## src/rtl/clkfs_pkg.sv

```systemverilog
package clkfs_pkg;
   typedef enum logic [1:0] {
      ST_SCAN  = 2'd0,
      ST_APPLY = 2'd1,
      ST_READY = 2'd2
   } clkfs_state_e;
endpackage

```

## src/rtl/clkfs_regbank.sv

```systemverilog
module clkfs_regbank #(
   parameter int NREG  = 7,
   parameter int REG_W = 8,
   parameter int MAP_W = 3,
   parameter logic [NREG*REG_W-1:0] REG_INIT = '0
) (
   input  logic                  clk,
   input  logic                  rst_n,
   input  logic                  wr_en,
   input  logic [MAP_W-1:0]      wr_addr,
   input  logic [REG_W-1:0]      wr_data,
   input  logic                  seed_en,
   input  logic [NREG*REG_W-1:0] seed_set,
   input  logic [NREG*REG_W-1:0] seed_clr,
   input  logic [MAP_W-1:0]      rd_addr,
   output logic [REG_W-1:0]      rd_data,
   output logic [NREG*REG_W-1:0] regs_flat
);
   always_ff @(posedge clk) begin
      if (!rst_n) begin
         regs_flat <= REG_INIT;
      end else if (seed_en) begin
         regs_flat <= (regs_flat & ~seed_clr) | seed_set;
      end else if (wr_en) begin
         for (int r = 0; r < NREG; r++) begin
            if (wr_addr == MAP_W'(r)) regs_flat[r*REG_W +: REG_W] <= wr_data;
         end
      end
   end

   always_comb begin
      rd_data = '0;
      for (int r = 0; r < NREG; r++) begin
         if (rd_addr == MAP_W'(r)) rd_data = regs_flat[r*REG_W +: REG_W];
      end
   end
endmodule

```

## src/rtl/clkfs_decode.sv

```systemverilog
module clkfs_decode #(
   parameter int NSEL   = 5,
   parameter int NREG   = 7,
   parameter int REG_W  = 8,
   parameter int MAP_W  = 3,
   parameter logic [NSEL*MAP_W-1:0] NORM_REG = '1,
   parameter logic [NSEL*MAP_W-1:0] NORM_BIT = '0,
   parameter logic [NSEL*MAP_W-1:0] INV_REG  = '1,
   parameter logic [NSEL*MAP_W-1:0] INV_BIT  = '0,
   parameter int HW_REG = 0,
   parameter int HW_BIT = 3
) (
   input  logic [NREG*REG_W-1:0] regs_flat,
   input  logic [NSEL-1:0]       match,
   output logic [NSEL-1:0]       idx_next,
   output logic [NSEL-1:0]       ro_mask,
   output logic [NREG*REG_W-1:0] seed_set,
   output logic [NREG*REG_W-1:0] seed_clr
);
   localparam int BANK_W = NREG*REG_W;

   logic [NSEL-1:0]   prog_bits;
   logic              strap;
   logic [BANK_W-1:0] set_v [NSEL];
   logic [BANK_W-1:0] clr_v [NSEL];

   for (genvar gi = 0; gi < NSEL; gi++) begin : g_sel
      localparam int NR = int'(NORM_REG[gi*MAP_W +: MAP_W]);
      localparam int NB = int'(NORM_BIT[gi*MAP_W +: MAP_W]);
      localparam int IR = int'(INV_REG[gi*MAP_W +: MAP_W]);
      localparam int IB = int'(INV_BIT[gi*MAP_W +: MAP_W]);
      localparam logic [BANK_W-1:0] NPOS = (NR < NREG) ? (BANK_W'(1) << (NR*REG_W + NB)) : '0;
      localparam logic [BANK_W-1:0] IPOS = (IR < NREG) ? (BANK_W'(1) << (IR*REG_W + IB)) : '0;

      // a bit with no mapping at all can only come from the table search
      assign ro_mask[gi] = (NR >= NREG) && (IR >= NREG);

      if (NR < NREG) begin : g_norm
         assign prog_bits[gi] = regs_flat[NR*REG_W + NB];
      end else begin : g_nonorm
         assign prog_bits[gi] = 1'b0;
      end

      // plain copy follows the match bit, complement copy takes the inverse
      assign set_v[gi] = match[gi] ? NPOS : IPOS;
      assign clr_v[gi] = match[gi] ? IPOS : NPOS;
   end

   if (HW_REG < NREG) begin : g_hwsel
      assign strap = ~regs_flat[HW_REG*REG_W + HW_BIT];
   end else begin : g_prog_only
      assign strap = 1'b0;
   end

   always_comb begin
      seed_set = '0;
      seed_clr = '0;
      for (int i = 0; i < NSEL; i++) begin
         seed_set = seed_set | set_v[i];
         seed_clr = seed_clr | clr_v[i];
      end
   end

   assign idx_next = strap ? match : prog_bits;
endmodule

```

## src/rtl/clkfs_search.sv

```systemverilog
module clkfs_search
   import clkfs_pkg::*;
#(
   parameter int NSEL   = 5,
   parameter int FREQ_W = 15,
   parameter int ENT_W  = 20,
   parameter int DEPTH  = 16,
   parameter logic [DEPTH*ENT_W-1:0] TABLE = '0
) (
   input  logic              clk,
   input  logic              rst_n,
   input  logic [FREQ_W-1:0] req_freq,
   input  logic [NSEL-1:0]   ro_mask,
   output logic [NSEL-1:0]   match,
   output logic              seed_en,
   output logic              in_apply,
   output logic              done
);
   localparam int PW = $clog2(DEPTH + 1);

   clkfs_state_e      st;
   logic [PW-1:0]     ptr;
   logic [FREQ_W:0]   best_gap;
   logic [FREQ_W:0]   gap;
   logic [FREQ_W-1:0] cur_freq;
   logic              at_end;
   logic              eligible;

   always_comb begin
      cur_freq = '0;
      for (int k = 0; k < DEPTH; k++) begin
         if (ptr == PW'(k)) cur_freq = TABLE[k*ENT_W + ENT_W - 1 -: FREQ_W];
      end
   end

   assign gap      = (req_freq >= cur_freq) ? ({1'b0, req_freq} - {1'b0, cur_freq})
                                            : ({1'b0, cur_freq} - {1'b0, req_freq});
   assign at_end   = (ptr >= PW'(DEPTH)) || (cur_freq == '0);
   assign eligible = ((NSEL'(ptr) & ro_mask) == '0);

   always_ff @(posedge clk) begin
      if (!rst_n) begin
         st       <= ST_SCAN;
         ptr      <= '0;
         best_gap <= '1;
         match    <= '0;
      end else begin
         case (st)
            ST_SCAN: begin
               if (at_end) begin
                  st <= ST_APPLY;
               end else begin
                  if (eligible && (gap < best_gap)) begin
                     best_gap <= gap;
                     match    <= NSEL'(ptr);
                  end
                  ptr <= ptr + PW'(1);
               end
            end
            ST_APPLY: st <= ST_READY;
            ST_READY: st <= ST_READY;
            default:  st <= ST_SCAN;
         endcase
      end
   end

   assign seed_en  = (st == ST_SCAN) && at_end;
   assign in_apply = (st == ST_APPLY);
   assign done     = (st == ST_READY);
endmodule

```

## src/rtl/clkfs_resolver.sv

```systemverilog
module clkfs_resolver #(
   parameter int NSEL   = 5,
   parameter int NREG   = 7,
   parameter int REG_W  = 8,
   parameter int MAP_W  = 3,
   parameter int FREQ_W = 15,
   parameter int MULT_W = 2,
   parameter int DIV_W  = 3,
   parameter int DEPTH  = 16,
   // per select bit, bit i at [i*MAP_W +: MAP_W]; register NREG means unmapped
   parameter logic [NSEL*MAP_W-1:0] NORM_REG = {3'd7, 3'd0, 3'd0, 3'd0, 3'd7},
   parameter logic [NSEL*MAP_W-1:0] NORM_BIT = {3'd0, 3'd6, 3'd5, 3'd4, 3'd0},
   parameter logic [NSEL*MAP_W-1:0] INV_REG  = {3'd7, 3'd2, 3'd7, 3'd1, 3'd7},
   parameter logic [NSEL*MAP_W-1:0] INV_BIT  = {3'd0, 3'd0, 3'd0, 3'd1, 3'd0},
   parameter int HW_REG = 0,
   parameter int HW_BIT = 3,
   parameter logic [NREG*REG_W-1:0] REG_INIT = '0,
   // entry k at [k*ENT_W +: ENT_W] = {freq, mult, div}
   parameter logic [DEPTH*(FREQ_W+MULT_W+DIV_W)-1:0] TABLE = {
      {15'd0,     2'd0, 3'd0},   // 15
      {15'd16600, 2'd2, 3'd6},   // 14
      {15'd16600, 2'd1, 3'd5},   // 13
      {15'd0,     2'd0, 3'd0},   // 12 end of table
      {15'd12000, 2'd3, 3'd5},   // 11
      {15'd13300, 2'd2, 3'd4},   // 10
      {15'd11000, 2'd1, 3'd3},   // 9
      {15'd7500,  2'd3, 3'd4},   // 8
      {15'd9500,  2'd1, 3'd3},   // 7
      {15'd10000, 2'd2, 3'd3},   // 6
      {15'd9000,  2'd1, 3'd3},   // 5
      {15'd8330,  2'd2, 3'd3},   // 4
      {15'd7000,  2'd2, 3'd2},   // 3
      {15'd7500,  2'd1, 3'd2},   // 2
      {15'd6000,  2'd0, 3'd1},   // 1
      {15'd6680,  2'd1, 3'd2}    // 0
   }
) (
   input  logic              clk,
   input  logic              rst_n,
   input  logic [FREQ_W-1:0] req_freq,
   input  logic              wr_en,
   input  logic [MAP_W-1:0]  wr_addr,
   input  logic [REG_W-1:0]  wr_data,
   input  logic [MAP_W-1:0]  rd_addr,
   output logic [REG_W-1:0]  rd_data,
   output logic [NSEL-1:0]   sel_idx,
   output logic [FREQ_W-1:0] bus_freq,
   output logic [MULT_W-1:0] mem_mult,
   output logic [DIV_W-1:0]  pci_div,
   output logic              done
);
   localparam int ENT_W  = FREQ_W + MULT_W + DIV_W;
   localparam int BANK_W = NREG * REG_W;

   if (NREG >= (1 << MAP_W)) begin : g_chk_nreg
      $error("NREG must leave one MAP_W code free for unmapped");
   end
   if (REG_W > (1 << MAP_W)) begin : g_chk_regw
      $error("MAP_W too narrow for bit positions");
   end
   if (DEPTH > (1 << NSEL)) begin : g_chk_depth
      $error("DEPTH exceeds the index range");
   end
   if ((HW_REG < NREG) && (HW_BIT >= REG_W)) begin : g_chk_hw
      $error("HW_BIT outside the register");
   end

   logic [BANK_W-1:0] regs_flat;
   logic [BANK_W-1:0] seed_set;
   logic [BANK_W-1:0] seed_clr;
   logic [NSEL-1:0]   match_q;
   logic [NSEL-1:0]   idx_next;
   logic [NSEL-1:0]   ro_mask;
   logic              seed_en;
   logic              in_apply;
   logic              upd_q;
   logic              load;
   logic [ENT_W-1:0]  ent;

   clkfs_search #(
      .NSEL(NSEL), .FREQ_W(FREQ_W), .ENT_W(ENT_W), .DEPTH(DEPTH), .TABLE(TABLE)
   ) i_search (
      .clk(clk), .rst_n(rst_n), .req_freq(req_freq), .ro_mask(ro_mask),
      .match(match_q), .seed_en(seed_en), .in_apply(in_apply), .done(done)
   );

   clkfs_decode #(
      .NSEL(NSEL), .NREG(NREG), .REG_W(REG_W), .MAP_W(MAP_W),
      .NORM_REG(NORM_REG), .NORM_BIT(NORM_BIT), .INV_REG(INV_REG), .INV_BIT(INV_BIT),
      .HW_REG(HW_REG), .HW_BIT(HW_BIT)
   ) i_decode (
      .regs_flat(regs_flat), .match(match_q), .idx_next(idx_next),
      .ro_mask(ro_mask), .seed_set(seed_set), .seed_clr(seed_clr)
   );

   // the write port is closed until the search has finished
   clkfs_regbank #(
      .NREG(NREG), .REG_W(REG_W), .MAP_W(MAP_W), .REG_INIT(REG_INIT)
   ) i_regbank (
      .clk(clk), .rst_n(rst_n), .wr_en(wr_en && done), .wr_addr(wr_addr),
      .wr_data(wr_data), .seed_en(seed_en), .seed_set(seed_set), .seed_clr(seed_clr),
      .rd_addr(rd_addr), .rd_data(rd_data), .regs_flat(regs_flat)
   );

   always_comb begin
      ent = '0;
      for (int k = 0; k < DEPTH; k++) begin
         if (idx_next == NSEL'(k)) ent = TABLE[k*ENT_W +: ENT_W];
      end
   end

   assign load = upd_q || in_apply;

   always_ff @(posedge clk) begin
      if (!rst_n) begin
         upd_q    <= 1'b0;
         sel_idx  <= '0;
         bus_freq <= '0;
         mem_mult <= '0;
         pci_div  <= '0;
      end else begin
         upd_q <= wr_en && done;
         if (load) begin
            sel_idx  <= idx_next;
            bus_freq <= ent[ENT_W-1 -: FREQ_W];
            mem_mult <= ent[DIV_W +: MULT_W];
            pci_div  <= ent[0 +: DIV_W];
         end
      end
   end
endmodule

```

## config.mk

```make
export PLATFORM = sky130hd
export DESIGN_NAME = clkfs_resolver
export DESIGN_NICKNAME = d
export VERILOG_FILES = /design/src/rtl/clkfs_pkg.sv /design/src/rtl/clkfs_regbank.sv /design/src/rtl/clkfs_decode.sv /design/src/rtl/clkfs_search.sv /design/src/rtl/clkfs_resolver.sv
export SDC_FILE = /design/constraint.sdc
export NUM_CORES = 1
export LEC_CHECK = 0
export BUFFER_PORTS_ARGS = -buffer_cell sky130_fd_sc_hd__buf_2
export CORE_AREA = 2 2 182 184
export DETAILED_ROUTE_END_ITERATION = 6
export DIE_AREA = 0 0 184 186
export GPL_TIMING_DRIVEN = 0
export PLACE_DENSITY = 0.52
export SYNTH_ARGS = -nofsm -noshare
export SYNTH_HDL_FRONTEND = slang
export SYNTH_HIERARCHICAL = 1
export SYNTH_SLANG_ARGS = --single-unit
```

## constraint.sdc

```tcl
create_clock -name clk -period 6.3 [get_ports clk]
set_input_delay 0.63 -clock clk [delete_from_list [all_inputs] [get_ports clk]]
set_output_delay 0.63 -clock clk [all_outputs]
set_load 0.03 [all_outputs]
```

* Yosys cells after proc, flatten, opt, wreduce, memory -nomap -nowiden
Cells that the tools add are included.
** Storage, ports and cells
- Register bits after elaboration :: 110
- Bits of input ports :: 32
- Output and inout bits :: 34
- Word-level logic and storage cells :: 163
** Operators by class
- $add $sub $neg :: 3
- Order comparisons :: 3
- Equal/unequal tests :: 45
- Muxes and demuxes :: 58
- Bitwise logic cells :: 8
- Reductions and logical operators :: 30
** Operators with widths (count)
- 20-bit 2-to-1 mux :: 15
- 56-bit bitwise OR :: 4
- 14-bit 2-to-1 mux :: 9
- 56-bit 2-to-1 mux :: 2
- 8-bit 2-to-1 mux :: 14
- 5-bit by 4-bit equality test with 1-bit output, second input constant :: 16
- 56-bit AND :: 1
- 56-bit inverter :: 1
- 56-bit by 17-bit bitwise OR with 56-bit output :: 1
- 13-bit 2-to-1 mux :: 4
- 15-bit 2-to-1 mux :: 3
- 5-bit by 3-bit equality test with 1-bit output, second input constant :: 8
- 17-bit 2-to-1 mux :: 2
- 15-bit by 15-bit subtractor with 16-bit output :: 2
- 5-bit by 2-bit equality test with 1-bit output, second input constant :: 4
- 10-bit 2-to-1 mux :: 2
- 3-bit equality test, second input constant :: 6
- 18-bit 2-to-1 mux :: 1
- 16-bit less-than comparator :: 1
- 16-bit 2-to-1 mux :: 1
- 2-bit AND reduction :: 8
- 2-bit nonzero test :: 8
- 15-bit >= comparator :: 1
- 15-bit zero test :: 1
- other kinds (20) :: 32

* Depth between registers and ports, before layout
Gate-level depths: netlist of run 1.
- Word-level depth :: 22
- Depth in mapped cells :: 31
- Mapped depth without buffers :: 25

* Modules after synthesis
Netlist of run 1, hierarchy kept.
** Modules (own cells, without submodules)
- clkfs_regbank :: instances 1, cells an instance 450, area an instance 3714.8 sq um, sequential area each 1121.1 sq um
- clkfs_search :: instances 1, cells an instance 480, area an instance 3609.7 sq um, sequential area each 560.5 sq um
- clkfs_resolver :: instances 1, cells an instance 160, area an instance 1328.8 sq um, sequential area each 500.5 sq um
- clkfs_decode :: instances 1, cells an instance 124, area an instance 925.9 sq um, sequential area each 0.0 sq um

* Worst setup path after synthesis of run 1
OpenSTA, ideal clock, no wires.
- Path type :: reg-to-reg
- From :: register i_search.ptr[3]
- To :: register i_search.best_gap[15]
- Setup time :: 0.120 ns
- Data arrival time :: 5.166 ns
- Required time :: 6.180 ns
- Path slack :: 1.014 ns
- Stages on the path, launching flop included :: 29
- Path buffers :: 6
- Period minus slack after synthesis :: 5.286 ns
- Cells stage by stage :: dfxtp_1 > clkbuf_1 > clkbuf_1 > and3_1 > ha_1 > o21bai_1 > nor2_1 > o21ai_0 > inv_1 > ha_1 > buf_4 > a21oi_1 > o21ai_1 > a221oi_2 > o21a_1 > buf_6 > mux2i_1 > or4_1 > and2_1 > ha_1 > nand4_1 > nor2_1 > a21oi_1 > o2111a_1 > and3_4 > buf_6 > buf_6 > nor2_1 > a211o_1
** Between the ends
- Word-level cells in the longest chain between the ends :: 22
- Elaborated cells on any way between the ends :: 43
- Classes of those cells :: 2 x add/sub; 3 x order compare; 15 x eq/ne; 17 x mux; 1 x bitwise; 5 x reduce/logical
** Ends and longest elaborated chain
- start: declaration :: RTL line clkfs_search.sv:22 : logic [PW-1:0] ptr;
- start signal: assignment :: RTL line clkfs_search.sv:57 : ptr <= ptr + PW'(1);
- 5-bit zero test :: RTL line clkfs_search.sv:32 : if (ptr == PW'(k)) cur_freq = TABLE[k*ENT_W + ENT_W - 1 -: FREQ_W];
- 13-bit 2-to-1 mux (4 in a row) :: RTL line clkfs_search.sv:32
- 14-bit 2-to-1 mux (9 in a row) :: RTL line clkfs_search.sv:32
- 15-bit 2-to-1 mux (2 in a row) :: RTL line clkfs_search.sv:32
- 15-bit 2-to-1 mux (*) :: RTL line clkfs_search.sv:32
- 15-bit by 15-bit subtractor with 16-bit output (tied with other cells) :: RTL line clkfs_search.sv:37 : : ({1'b0, cur_freq} - {1'b0, req_freq});
- 16-bit 2-to-1 mux (*) :: RTL line clkfs_search.sv:36 : assign gap = (req_freq >= cur_freq) ? ({1'b0, req_freq} - {1'b0, cur_freq})
- net i_search.gap[12] :: RTL line clkfs_search.sv:24 : logic [FREQ_W:0] gap;
- 16-bit less-than comparator (*) :: RTL line clkfs_search.sv:53 : if (eligible && (gap < best_gap)) begin
- 1-bit logical AND (*) :: RTL line clkfs_search.sv:53
- 3-bit AND reduction (no source line) (*)
- end signal: assignment :: RTL line clkfs_search.sv:54 : best_gap <= gap;
- end: declaration :: RTL line clkfs_search.sv:23 : logic [FREQ_W:0] best_gap;
The timed path passes the listed nets; every way through them passes the cells marked *.
A chain may end at the register's enable or synchronous reset.

* Worst setup path in the final report of run 1
- From :: register i_search.ptr[0]
- To :: register i_search.best_gap[13]
The elaborated chain is that of the path after synthesis.

==> results.toml, run 1 <==
[worst_setup_path]
r2r_setup_slack_ns = 0.40
cp_top_family = "compound AO/OA/AOI/OAI gates"
cp-start-kind = "register"
r2r_cells = 26
max_stage_delay_ns = 0.46
crit_type = "register to register"
crit_buf_inv = 5
crit_top_cell = "ha_1"
timing.rr.start = "i_search/ptr[0]"
timing.rr.end = "i_search/best_gap[13]"
cp.arrival_ns = 6.13
critPathMaxFanout = 10
required_ns = 6.53
critPathCaptureType = "register"
slowest_stage = "a2111oi_1"

[power]
total_power_mw = 5.196
swShare_pct = 48.86
power.share.combinational_pct = 67.5
p_sw_mw = 2.539
ir_worst_vdd_uv = 258.1
p_int_mw = 2.657
cellLeakagePower_nw = 5.182
pwr-share-clk_pct = 11.2
p_per_area_nw_per_um2 = 466.9
p_seq_share_pct = 21.3

[sta]
slew_violations = 0
skew_ns = 0.009891
relSlewSlack_pct = 58.85
worstMarginPinSlew_ns = 0.6173
rsz0062_at_grt = "false"
hold_violations = 0
period_share_pct = 93.65
max_clock_freq_mhz = 169.5
min_period_ns = 5.900
setup_slack_ns = 0.4003
setup_tns_ns = 0
setup_viol = 0

[place]
dpl.hpwl_um = 20030
io_buffer_count = 63
placed_area_um2 = 10800
place_ws_ns = -0.09927
place_congestion = 0.9152
dp_cells = 1790

[finish]
final_common_cell = "buf_4"
most-common-layout-cells = "buf_4, conb_1, dfxtp_1"
nets = 1478
final_area_um2 = 11130
syn_to_final_growth_pct = 16.18
instances_no_fill = 1805
n_antenna_cell = 0
drive_gt1_share_pct = 20.69

[drt]
via_per_inst = 4.659
dr_total_vias = 8410
dr.pass1.iters = 4
ant_nets = 0
drt-total-wl_um = 26520
route.detailed.drc = 0
drtIter0Drc = 334
wl_per_cell_um = 14.69

[cts]
cts_num_sinks = 109
clk_latency_ns = 0.36
cts_made_buffers = 9
cts_root_buffer = "clkbuf_16"
cts_max_path_buffers = 2
clk_pin_slew_worst_paths_ns = 0.08
cts_tree = "built"
h-tree-depth = 3

[global_route]
grt_pass1_vias = 7765
gr-total-overflow = 0
grt_max_degree = 20
grt.total_usage_pct = 15.56
antenna_found_initial = 0
grt_pass1_wl_um = 41880

[min_path]
hold-path-endpoint = "bus_freq[11]"
hold_depth = 2
min_path_type = "register to register"
min_from = "bus_freq[11]"

[job]
cap_violations = 0

[die]
start_util_pct = 29.74
die_y_um = 186
rows = 66
coreArea_um2 = 32210
io_pins = 66
die_w_um = 184
die_area_um2 = 34220

[synthesis]
synth_top_area_share_pct = 22.78
synth_area_per_cell_um2 = 7.891
synth_top_flop_cell = "dfxtp_1"
yosysWarnings = 6
ys_seq_area_share_pct = 22.78
synthCells = 1214
async_flop_share_pct = 0
synth_top_area_cell = "dfxtp_1"
ys_ff_latch = 109
synth-edff-count = 0
ys_types = 89
synthTopCellsByArea = "dfxtp_1, buf_4, mux2i_1"
syn-cell-area_um2 = 9579

[run_status]
status = "finished, final reports clean"
[cell usage after synthesis (6+ instances only)]
master / count
xnor2_1: 10
nand4_1: 6
a21boi_1: 6
a21oi_1: 46
clkbuf_1: 26
o21ai_1: 69
xor2_1: 7
nor2_1: 52
ha_1: 52
inv_1: 58
nand3_1: 20
buf_6: 15
or3_1: 7
a21o_1: 12
buf_4: 126
a22oi_1: 6
buf_2: 19
nand2_1: 67
o22ai_1: 11
and2_1: 62
nor3_1: 13
a21boi_0: 7
a211oi_1: 6
nand2b_1: 17
a31oi_1: 7
o21ai_0: 83
o221ai_1: 6
dfxtp_1: 109
nor2b_1: 72
mux2i_1: 77
and3_1: 6
o21a_1: 12
[worst reg2reg max path, cell delays in order (launching register included)]
cell,delay (ns)
dfxtp_2,0.40
inv_1,0.11
ha_1,0.22
buf_6,0.14
or2_1,0.23
buf_6,0.14
nor2_2,0.21
nand3_1,0.14
nor2_2,0.25
ha_1,0.32
ha_1,0.20
nand2b_1,0.14
a211o_1,0.30
a21oi_1,0.18
o21a_1,0.18
buf_6,0.16
buf_4,0.23
mux2i_1,0.23
xor2_1,0.27
ha_1,0.31
and3_1,0.17
a21oi_1,0.09
o21ai_0,0.12
o31ai_2,0.24
nand3_1,0.24
a2111oi_1,0.46
a311oi_1,0.09
[logic make-up after synthesis]
family | synth area share [%]
fa+ha+maj | 7.210
simple gates | 20.77
xor+xnor | 1.724
buf+inv | 16.16
other cells | 0.1175
mux | 9.417
compound gates | 21.83
flops | 22.78
[state kept, by name, indices dropped and copies added (netlist names)]
signal               flops
bus_freq                14
i_regbank/regs_flat     56
i_search/best_gap       16
i_search/match           5
i_search/ptr             5
i_search/st              2
mem_mult                 2
pci_div                  3
sel_idx                  5
upd_q                    1
[worst max path at each step]
stage	startpoint	to	slack (ns)	cells past startpoint
after detailed placement	i_search/ptr[3]	i_search/best_gap[10]	-0.1	27
after floorplan	i_search/ptr[3]	i_search/best_gap[15]	1.01	28
after global placement	i_search/ptr[3]	i_search/best_gap[8]	-0.11	27
after CTS	i_search/ptr[3]	i_search/best_gap[13]	0.0009	26
final	i_search/ptr[0]	i_search/best_gap[13]	0.40	26
after global routing	i_search/ptr[0]	i_search/best_gap[8]	0.02	27
[per-stage QoR]
stage | hold slack [ns] | utilization [%]
floorplan | 0.4324 | -
global placement | 0.4417 | 33.53
detailed placement | 0.4456 | 33.53
CTS | 0.4587 | 34.44
global route | 0.4847 | 34.56
finish | 0.4570 | 34.56
[final cells by class]
type	count	area (um2)
Fill cell	3473	21080
Clock inverter	6	52.55
Timing Repair Buffer	63	315.3
Clock buffer	10	239.0
Sequential cell	109	2186
Buffer	188	1324
Inverter	61	229.0
Tap cell	408	510.5
Multi-Input combinational cell	960	6274
[power by group through the flow]
stage	clock, mW	sequential [mW]	combinational [mW]
6_report	0.583	1.11	3.51
3_5_place_dp	0	1.12	3.47
3_3_place_gp	0	1.12	3.45
2_1_floorplan	0	1.10	2.60
5_1_grt	0.628	1.14	3.92
4_1_cts	0.602	1.11	3.49
[layer usage]
metal	GRT usage, %	share of wire [%]	wire [um]
met3	1.604	2.8	746
met1	21.15	49	13100
met5	0	0	0
met4	3.360	0.85	225
met2	26.60	47	12450
[timing repair]
item / in CTS / in global routing
hold buffers: 0 / 0
hold endpoints to repair: 0 / 0
gates cloned: 0 / 0
buffers inserted: 0 / 0
gates resized for setup: 1 / 23
endpoints found under the setup margin: 15 / 21
Power figures use the tool's default switching activity.
==> inputs of run 2 (changes only) <==
Settings changed: CAP_MARGIN from default to 30, CORE_AREA 2 2 182 184 to 2 2 130 132, DIE_AREA 0 0 184 186 to 0 0 132 134, PLACE_DENSITY 0.52 to 0.85, SETUP_SLACK_MARGIN from default to 0.15.
==> run 2 against run 1 <==
  * Worst hold slack got worse by 0.0068 ns
  * Cell count shrank 10%
  * Wire length fell by 9.9%
  * Sequential share of layout area grew 0.27 points
  * Worst setup slack gained 0.039 ns
  * Global-route usage rose by 11 points
  * Critical path type unchanged
==> results.toml, run 2 (synthesis results as in run 1) <==
[run_status]
status = "finished, final reports clean"

[place]
placed_area_um2 = 10560
io_buffer_count = 63
dp_cells = 1602
dpl.hpwl_um = 17990
place_congestion = 0.9567
place_ws_ns = -0.06139

[global_route]
grt_max_degree = 20
grt_pass1_wl_um = 39020
use_met3_pct = 3.439
busiest_layer = "met2"
grt_util_met2_pct = 46.21
antenna_found_initial = 0
gr-total-overflow = 0
met1_usage_pct = 33.80
grt_pass1_vias = 8062
grt.total_usage_pct = 27.00

[power]
p_per_area_nw_per_um2 = 477.5
ir_worst_vdd_uv = 424.1
total_power_mw = 5.241
cellLeakagePower_nw = 5.219

[drt]
wl_per_cell_um = 14.77
route.detailed.drc = 0
drt-total-wl_um = 23890
drtIter0Drc = 489
dr_total_vias = 8636
via_per_inst = 5.337
ant_nets = 0
dr.pass1.iters = 5

[die]
die_w_um = 132
io_pins = 66
start_util_pct = 58.81
die_area_um2 = 17690
coreArea_um2 = 16290
die_y_um = 134
rows = 47

[sta]
relSlewSlack_pct = 58.09
max_clock_freq_mhz = 170.6
worstMarginPinSlew_ns = 0.6287
rsz0062_at_grt = "false"
setup_viol = 0
hold_violations = 0
slew_violations = 0
holdWs_ns = 0.4502
period_share_pct = 93.03
setup_slack_ns = 0.4390
min_period_ns = 5.861
setup_tns_ns = 0
skew_ns = 0.01003

[worst_setup_path]
critPathCaptureType = "register"
crit_buf_inv = 5
cp.arrival_ns = 6.10
cp_top_family = "compound AO/OA/AOI/OAI gates"
cp-start-kind = "register"
slowest_stage = "nor4b_1"
max_stage_delay_ns = 0.48
crit_type = "register to register"
critPathMaxFanout = 10
required_ns = 6.54
crit_top_cell = "a21oi_1"

[finish]
final_common_cell = "buf_4"
instances_no_fill = 1618
final_util_pct = 67.39
top_regs = "i_regbank/regs_flat (56), i_search/best_gap (16), bus_freq (14)"
n_antenna_cell = 0
syn_to_final_growth_pct = 14.59
largest_reg_flops = 56
final_area_um2 = 10980
nFillCells = 1385
multi_input_area_um2 = 6312
drive_gt1_share_pct = 21.10
most-common-layout-cells = "buf_4, conb_1, dfxtp_1"
nets = 1479
regArea_um2 = 2186
regMostFlops = "i_regbank/regs_flat"

[cts]
clk_pin_slew_worst_paths_ns = 0.08
cts_made_buffers = 9
cts_root_buffer = "clkbuf_16"
cts_tree = "built"
cts_num_sinks = 109
h-tree-depth = 3
hold_buffers = 0
clk_latency_ns = 0.36
cts_max_path_buffers = 2
postCtsSetupBuffers = 0

[job]
cap_violations = 0

[min_path]
min_path_type = "register to register"
-- run 2: path summary, 6_finish.rpt --
check | startpoint | to | slack (ns) | depth (start not counted)
worst min register to register | pci_div[0] | pci_div[0] | 0.45 | 2
worst min-delay path | pci_div[0] | pci_div[0] | 0.45 | 2
worst max register to register | i_search/ptr[3] | i_search/best_gap[14] | 0.44 | 25
worst max-delay path | i_search/ptr[3] | i_search/best_gap[14] | 0.44 | 25
-- run 2: per-layer routing --
layer | up-vias | routed length (um)
met5 | - | 0
met2 | 224 | 11130
met3 | 67 | 1007
met1 | 3993 | 10740
met4 | 0 | 1020
li1 | 4352 | -
-- run 2: tightest hold or removal path: stages, from the launching register on --
cell and delay, ns:
dfxtp_1 0.31, nand3_1 0.06, nand2_1 0.04
-- run 2: cell type report --
cell class / count / area share (%)
buffer: 189 / 12.13
clock buffer: 9 / 2.052
clock inverter: 7 / 0.9347
inverter: 61 / 2.086
multi-input combinational: 960 / 57.51
sequential: 109 / 19.91
tap: 220 / 2.508
timing repair buffer: 63 / 2.872
-- run 2: power breakdown --
part           switching [mW]  internal (mW)  total (mW)
clock                   0.281          0.354       0.634
combinational            2.05           1.45        3.50
sequential              0.178          0.930        1.11
-- run 2: what timing repair did --
| item | 4_1_cts | 5_1_grt |
|---|---|---|
| pin swaps | 0 | 1 |
| resized for setup | 2 | 30 |
| setup endpoints to repair | 20 | 21 |
==> inputs of run 3 (changes only) <==
Settings changed: CORE_AREA 2 2 130 132 to 2 2 107 160, DIE_AREA 0 0 132 134 to 0 0 109 162, REMOVE_ABC_BUFFERS from default to 1.
==> run 3 against run 2 <==
  * The flow now finishes with violations (design-rule violations)
  * Sequential share of layout area grew 2.5 points
  * Sequential power is essentially flat
  * Combinational power shrank 5.7%
  * Die area shrank 0.17%
  * Largest power group unchanged
==> results.toml, run 3 (synthesis results as in run 1) <==
[min_path]
min_path_type = "register to register"

[global_route]
grt_pass1_vias = 7574
grt_max_degree = 61
grt.total_usage_pct = 24.24
grt_pass1_wl_um = 35010
antenna_found_initial = 0
gr-total-overflow = 0

[power]
cellLeakagePower_nw = 4.368
ir_worst_vdd_uv = 307.8
p_per_area_nw_per_um2 = 510.9

[finish]
top_regs = "i_regbank/regs_flat (56), i_search/best_gap (16), bus_freq (14)"
final_util_pct = 60.20
largest_reg_flops = 56
final_common_cell = "conb_1"
most-common-layout-cells = "conb_1, dfxtp_1, o21ai_0"
nFillCells = 1414
drive_gt1_share_pct = 11.66
syn_to_final_growth_pct = 1.737
regMostFlops = "i_regbank/regs_flat"
multi_input_area_um2 = 6346
regArea_um2 = 2186
nets = 1299
n_antenna_cell = 0

[sta]
hold_violations = 0
skew_ns = 0.01479
setup_viol = 0
min_period_ns = 5.889
setup_tns_ns = 0
relSlewSlack_pct = 48.08
period_share_pct = 93.48
slew_violations = 0
worstMarginPinSlew_ns = 0.7767
max_clock_freq_mhz = 169.8
setup_slack_ns = 0.4107
rsz0062_at_grt = "false"

[cts]
h-tree-depth = 3
cts_made_buffers = 9
cts_max_path_buffers = 2
clk_latency_ns = 0.36
clk_pin_slew_worst_paths_ns = 0.08
hold_buffers = 0
cts_root_buffer = "clkbuf_16"
cts_num_sinks = 109
cts_tree = "built"

[worst_setup_path]
crit_type = "register to register"
critPathCaptureType = "register"
cp-start-kind = "register"
critPathMaxFanout = 13
cp.arrival_ns = 6.13
required_ns = 6.54

[die]
die_y_um = 162
rows = 57
die_w_um = 109
start_util_pct = 59.17
coreArea_um2 = 16190
die_area_um2 = 17660
io_pins = 66

[drt]
dr.pass1.iters = 7
via_per_inst = 5.654
wl_per_cell_um = 15.06
ant_nets = 0
drtIter0Drc = 637
drt-total-wl_um = 21440
dr_total_vias = 8051
route.detailed.drc = 1

[place]
place_ws_ns = -0.4607
place_congestion = 0.9195
io_buffer_count = 64
dpl.hpwl_um = 15130

[job]
cap_violations = 0

[run_status]
status = "finished, violations left"
failed_checks = "design-rule violations"
==> run 3: changes by cell type in the layout (fill, tap and decap cells not counted), moves of 3 or more <==
cell / delta
buf_1: -3
buf_2: -18
buf_6: -16
buf_4: -123
clkbuf_1: -23
inv_8: +3
==> run 3: metal layers <==
layer | up-vias | wire length [um] | global-route usage (%)
met5 | - | 0 | 0
met4 | 0 | 828 | 11.95
met1 | 3755 | 8822 | 27.88
met3 | 61 | 829 | 2.689
met2 | 239 | 10960 | 43.53
li1 | 3996 | - | -
==> run 3: what timing repair did <==
action	in CTS	in global routing
resized for setup	5	20
buffers inserted	0	1
gates cloned	0	2
setup endpoints to repair	21	21
pin swaps	0	3
endpoints found under the hold margin	0	0
==> run 3: cell type report <==
cell class / count / area share, %
Multi-Input combinational cell: 962 / 65.12
Sequential cell: 109 / 22.43
Timing Repair Buffer: 70 / 4.288
Tap cell: 206 / 2.645
Inverter: 61 / 2.349
Clock buffer: 9 / 2.311
Clock inverter: 7 / 0.8602
==> run 3: worst paths after layout <==
check	slack (ns)	end	depth (start not counted)	start
setup / recovery	0.41	i_search/best_gap[13]	22	i_search/ptr[1]
setup reg to reg	0.41	i_search/best_gap[13]	22	i_search/ptr[1]
hold / removal	0.46	bus_freq[10]	2	bus_freq[10]
hold reg to reg	0.46	bus_freq[10]	2	bus_freq[10]
==> run 3: report_power, final <==
part / internal [mW] / switching [mW] / leakage, nW
combinational: 1.35 / 1.95 / 3.33
clock: 0.286 / 0.299 / 0.151
sequential: 0.929 / 0.165 / 0.891
==> run 3: critical path, stage by stage, from the launching register on <==
cell       delay, ns
dfxtp_1         0.48
inv_1           0.10
ha_1            0.31
mux2_4          0.30
a31o_2          0.29
a311oi_1        0.36
o21ai_1         0.27
inv_1           0.11
ha_1            0.29
a211o_1         0.29
a21oi_1         0.25
o21a_4          0.28
mux2i_1         0.11
or4_1           0.52
and2_1          0.18
ha_1            0.28
nand4_1         0.15
nor2_1          0.07
a21oi_1         0.14
o2111a_1        0.27
nand3_4         0.20
a2111oi_1       0.42
a311oi_1        0.08
==> run 3: stage by stage <==
stage / power [mW] / hold WS [ns] / std cells / area, um2
after floorplan: 3.460 / 0.4324 / 1130 / 8655
after global placement: 3.966 / 0.4387 / 1400 / 9233
after detailed placement: 4.257 / 0.4499 / 1405 / 9330
after CTS: 4.862 / 0.4632 / 1421 / 9654
after global routing: 5.405 / 0.4811 / 1424 / 9746
final: 4.979 / 0.4610 / 1424 / 9746
